==> config.mk <==
export PLATFORM = sky130hd
export DESIGN_NAME = sync_timer3
export DESIGN_NICKNAME = d
export VERILOG_FILES = /design/src/rtl/sync_timer3.sv
export SDC_FILE = /design/constraint.sdc
export NUM_CORES = 1
export LEC_CHECK = 0
export BUFFER_PORTS_ARGS = -buffer_cell sky130_fd_sc_hd__buf_2
export CELL_PAD_IN_SITES_DETAIL_PLACEMENT = 2
export CELL_PAD_IN_SITES_GLOBAL_PLACEMENT = 2
export CORE_UTILIZATION = 41
export CTS_CLUSTER_DIAMETER = 80
export DETAILED_ROUTE_END_ITERATION = 8
export PLACE_DENSITY = 0.9
export SYNTH_ARGS = -nofsm -noshare
export SYNTH_HDL_FRONTEND = slang
export SYNTH_SLANG_ARGS = --single-unit
==> constraint.sdc <==
create_clock -name clk -period 3.4 [get_ports clk]
set_input_delay 0.34 -clock clk [delete_from_list [all_inputs] [get_ports clk]]
set_output_delay 0.34 -clock clk [all_outputs]
set_load 0.03 [all_outputs]
==> src/rtl/sync_timer3.sv <==
module sync_timer3 #(
  parameter int CW = 16
) (
  input  logic          clk,
  input  logic          rst_n,
  input  logic          tick,
  input  logic          bus_wr,
  input  logic [3:0]    bus_addr,
  input  logic [CW-1:0] bus_wdata,
  output logic [CW-1:0] bus_rdata,
  output logic [2:0]    cmp_pin
);
  localparam int NCH = 3;
  localparam logic [1:0] CLR_OWN = 2'b01;
  localparam logic [1:0] CLR_GRP = 2'b10;

  logic [NCH-1:0] start_q, sync_q, grp;
  logic [CW-1:0]  cnt_q [NCH];
  logic [CW-1:0]  cmp_q [NCH];
  logic [1:0]     csel_q [NCH];
  logic [2:0]     ocr_q [NCH];
  logic [NCH-1:0] run, match, own_clr, clr, cnt_wr, ld, ocr_wr;
  logic           grp_clr, grp_ld;

  assign grp     = ($countones(sync_q) >= 2) ? sync_q : '0;
  assign grp_clr = |(own_clr & grp);
  assign grp_ld  = |(cnt_wr & grp);

  always_ff @(posedge clk) begin
    if (!rst_n) begin
      start_q <= '0;
      sync_q  <= '0;
    end else if (bus_wr) begin
      if (bus_addr == 4'd0) start_q <= bus_wdata[NCH-1:0];
      if (bus_addr == 4'd1) sync_q  <= bus_wdata[NCH-1:0];
    end
  end

  for (genvar n = 0; n < NCH; n++) begin : g_ch
    localparam logic [3:0] BASE = 4'((n + 1) * 4);

    assign run[n]     = start_q[n] & tick;
    assign match[n]   = run[n] && (cnt_q[n] == cmp_q[n]);
    assign own_clr[n] = match[n] && (csel_q[n] == CLR_OWN);
    assign clr[n]     = own_clr[n] | (grp[n] && (csel_q[n] == CLR_GRP) && grp_clr);
    assign cnt_wr[n]  = bus_wr && (bus_addr == BASE);
    assign ld[n]      = cnt_wr[n] | (grp[n] & grp_ld);
    assign ocr_wr[n]  = bus_wr && (bus_addr == BASE + 4'd3);

    always_ff @(posedge clk) begin
      if (!rst_n) begin
        cnt_q[n]  <= '0;
        cmp_q[n]  <= '1;
        csel_q[n] <= '0;
        ocr_q[n]  <= '0;
        cmp_pin[n] <= 1'b0;
      end else begin
        if (clr[n])      cnt_q[n] <= '0;
        else if (ld[n])  cnt_q[n] <= bus_wdata;
        else if (run[n]) cnt_q[n] <= cnt_q[n] + CW'(1);
        if (bus_wr && bus_addr == BASE + 4'd1) cmp_q[n]  <= bus_wdata;
        if (bus_wr && bus_addr == BASE + 4'd2) csel_q[n] <= bus_wdata[1:0];
        if (ocr_wr[n]) ocr_q[n] <= bus_wdata[2:0];
        if (ocr_wr[n] && !start_q[n]) cmp_pin[n] <= bus_wdata[0];
        else if (match[n]) begin
          case (ocr_q[n][2:1])
            2'b01:   cmp_pin[n] <= 1'b0;
            2'b10:   cmp_pin[n] <= 1'b1;
            2'b11:   cmp_pin[n] <= ~cmp_pin[n];
            default: cmp_pin[n] <= cmp_pin[n];
          endcase
        end
      end
    end

    a_r3_stop_hold: assert property (@(posedge clk) disable iff (!rst_n)
      (!start_q[n] && !ld[n] && !clr[n]) |=> $stable(cnt_q[n]));
    a_r6_own_clear: assert property (@(posedge clk) disable iff (!rst_n)
      own_clr[n] |=> (cnt_q[n] == '0));
    a_r8_clear_wins: assert property (@(posedge clk) disable iff (!rst_n)
      (clr[n] && ld[n]) |=> (cnt_q[n] == '0));
    a_r9_toggle: assert property (@(posedge clk) disable iff (!rst_n)
      (match[n] && ocr_q[n][2:1] == 2'b11) |=> (cmp_pin[n] != $past(cmp_pin[n])));
    a_r10_pin_hold: assert property (@(posedge clk) disable iff (!rst_n)
      (!start_q[n] && !ocr_wr[n]) |=> $stable(cmp_pin[n]));
  end

  a_r5_group_load: assert property (@(posedge clk) disable iff (!rst_n)
    (cnt_wr[0] && grp[0] && grp[1] && !clr[1]) |=> (cnt_q[1] == $past(bus_wdata)));
  a_r4_lone_bit: assert property (@(posedge clk) disable iff (!rst_n)
    ($countones(sync_q) < 2 && cnt_wr[0] && !clr[1] && !run[1]) |=> $stable(cnt_q[1]));

  always_comb begin
    bus_rdata = '0;
    if (bus_addr == 4'd0) bus_rdata[NCH-1:0] = start_q;
    else if (bus_addr == 4'd1) bus_rdata[NCH-1:0] = sync_q;
    for (int n = 0; n < NCH; n++) begin
      if (bus_addr[3:2] == 2'(n + 1)) begin
        case (bus_addr[1:0])
          2'd0: bus_rdata = cnt_q[n];
          2'd1: bus_rdata = cmp_q[n];
          2'd2: bus_rdata[1:0] = csel_q[n];
          default: bus_rdata[2:0] = ocr_q[n];
        endcase
      end
    end
  end
endmodule

==> reports/summary.txt <==
Fill cells: 1913
Number of global-route vias before repair: 7704
CTS HTree Levels: 4
Final core utilization: 0.480
Hold Path Origin: bus_wdata[11]
CP Data Arrival Time: 3470 ps
Leakage: 0.00295 uW
Slew margin rel.: 0.393
#FFs+latches synth: 120
Post-placement cell count: 1005
GRT Total Usage: 0.352
Residual DRC count: 0
Crit-path max FO: 17
Dpl hpwl: 22.5 mm
Run status: finished, final reports clean
FF-to-FF setup slack: 60 ps
Seq/Total Area, Yosys: 0.453
Netlist cell types: 60
Final Power: 4330 uW
Worst vdd ir: 0.000347 V
# setup viols final: 0
Worst r2r path cells: 7
YS warnings: 0
WL final: 32.9 mm
Drt pass-1 iters: 5
PwrDens: 493 nW/um2
Num rows: 49
Num CTS Buffers: 17
Core area: 18300 um2
Post-synth EDFFs: 111
Post-synth ARST share: 0
Startpoint types: flip-flop
Clk buf depth: 2
Post-synthesis to final-layout area growth: 13.1%
Vias: 6969
Post-Syn Area: 7760 um2
Pin count of the biggest net entering global routing: 49
Setup TNS: 0 ps
CP Class: reg -> reg
Clock-pin slew on the worst setup and hold paths: 60 ps
RR Endpoint: cnt_q[1][12]
Max cap viols: 0
Cts repair resizes: 0
Syn_area_per_cell: 10.0 um2
Die area: 19500 um2
Via density: 6.72
Number of port buffers: 42
HP Class: in -> reg
Required time worst endpoint: 3520 ps
Post-route ant nets: 0
Starting Density: 0.425
Post-CTS Setup Repair Bufs: 0
Min Tclk post-route: 3340 ps
Synth Flop Type: edfxtp_1
CTS tree: built
Syn Nets: 805
Hold Path Cell Cnt: 2
Final worst path period share: 0.983
Final Hold Vio Count: 0
Fin cells: 1037
Post-Synthesis Cells: 773
CTS Sinks: 120
Worst-skew pair later-pin latency: 450 ps
Final Skew: 18.5 ps
Layout cells sized above 1: 0.156
First-pass GRT wire length: 49.5 mm
Inserted Diodes: 0
Critical R2R Launch: cnt_q[2][0]
Hold Buf Count CTS: 0
Final Net Count: 827
Placer Congestion: 0.904
Hold path endpoint: cmp_q[0][11]
GR Overflow Total: 0
IO Pins: 43
Avg WL per Cell: 31.7 um
Unrepaired setup endpoints after global routing: false
Max Clk Rate: 0.299 GHz
Clock Tree Root: clkbuf_16
Slew @ Worst Pin: 909 ps
Initial antenna violation count: 0
Die Span Y: 140 um
Die width: 140 um
Starting DRT DRC Count: 574
Crit. End Element: flip-flop
Slew Viols, Final: 0
[metal layers]
metal  routed length, um  GRT usage  vias to the layer above
met5                   0          0                        -
met2               16600      0.601                      367
met1               12400      0.409                     3578
met4                1720      0.195                        0
met3                2170     0.0802                      126
li1                    -          -                     2898
[worst max-delay path, cell delays in order (launching register included)]
cell	delay [ps]
edfxtp_1	520
xnor2_1	330
nand4_1	270
nor4_1	570
a22oi_1	310
o211ai_4	530
or3b_1	200
buf_4	270
[stage by stage]
step                hold slack [ps]  cell area (um2)  setup WS, ps
floorplan                       519             7760           446
global placement                487             8140           482
detailed placement              536             8140           161
CTS                             286             8780           136
global route                    291             8780          34.3
finish                          297             8780          57.4
[where the power goes]
group / internal [uW] / switching, uW
Sequential: 1690 / 107
Combinational: 173 / 332
Clock: 1250 / 777
[cell families (layout without fill, tap and decap cells)]
kind of cell / Yosys count / in the layout / share of synthesized area
XOR/XNOR: 89 / 89 / 0.101
flip-flops: 120 / 120 / 0.453
buffers and inverters: 82 / 117 / 0.0467
AND/OR/NAND/NOR: 317 / 317 / 0.209
AO/OA/AOI/OAI: 112 / 112 / 0.0882
multiplexers: 45 / 45 / 0.0890
adder cells (fa/ha/maj): 8 / 8 / 0.0129
[state kept, by name, summed over array words and instances, names as in the netlist]
register,cells
start_q,3
cnt_q,48
cmp_pin,3
cmp_q,48
sync_q,3
csel_q,6
ocr_q,9
[cell usage in the layout (no fill, tap or decap), types with 3 or more instances in the layout]
cell type,n
and4_1,5
nor2_1,66
or3_1,55
nand2_1,52
clkbuf_16,17
ha_1,8
bufinv_16,4
xor2_1,27
nand4_1,20
a22oi_1,6
buf_2,42
and3_1,6
dfxtp_1,9
o21ai_0,15
inv_1,22
and2_1,4
o22ai_1,13
nand2b_1,6
nor2b_1,5
o41ai_1,3
buf_4,20
clkinv_4,4
a31oi_1,3
nand3_1,50
mux4_2,19
xnor2_1,61
a21oi_1,48
o21ai_1,5
edfxtp_1,111
nor3_1,33
mux2i_1,24
nor4_1,4
[cells in the mapped netlist, types with 9 or more instances]
library cell / n / area (um2)
a21oi_1: 49 / 245
buf_2: 19 / 95.1
clkbuf_1: 34 / 128
dfxtp_1: 9 / 180
edfxtp_1: 111 / 3330
inv_1: 22 / 82.6
mux2i_1: 24 / 240
mux4_2: 19 / 428
nand2_1: 52 / 195
nand3_1: 50 / 250
nand4_1: 20 / 125
nor2_1: 66 / 248
nor3_1: 33 / 165
o21ai_0: 19 / 95.1
o22ai_1: 13 / 81.3
or3_1: 55 / 344
xnor2_1: 61 / 534
xor2_1: 27 / 236
[how the worst max path moves through the flow]
stage                start           end  slack (ps)  cells after the start
2_1_floorplan    sync_q[0]   cnt_q[2][0]         450                      6
3_3_place_gp   cnt_q[2][0]  cnt_q[1][12]         480                      7
3_5_place_dp   cnt_q[2][0]   cnt_q[1][8]         160                      7
4_1_cts        cnt_q[2][0]  cnt_q[1][12]         140                      7
5_1_grt          sync_q[0]  cnt_q[1][12]          30                      8
6_report       cnt_q[2][0]  cnt_q[1][12]          60                      7
[area by class of cell]
cell class | instances | area [um2] | share of cell area
multi-input combinational | 571 | 3890 | 0.444
sequential | 120 | 3510 | 0.400
clock buffer | 18 | 439 | 0.0500
timing repair buffer | 62 | 360 | 0.0410
tap | 229 | 287 | 0.0326
clock inverter | 14 | 198 | 0.0225
inverter | 23 | 86.3 | 0.00983
(Power assumes the default switching activity.)
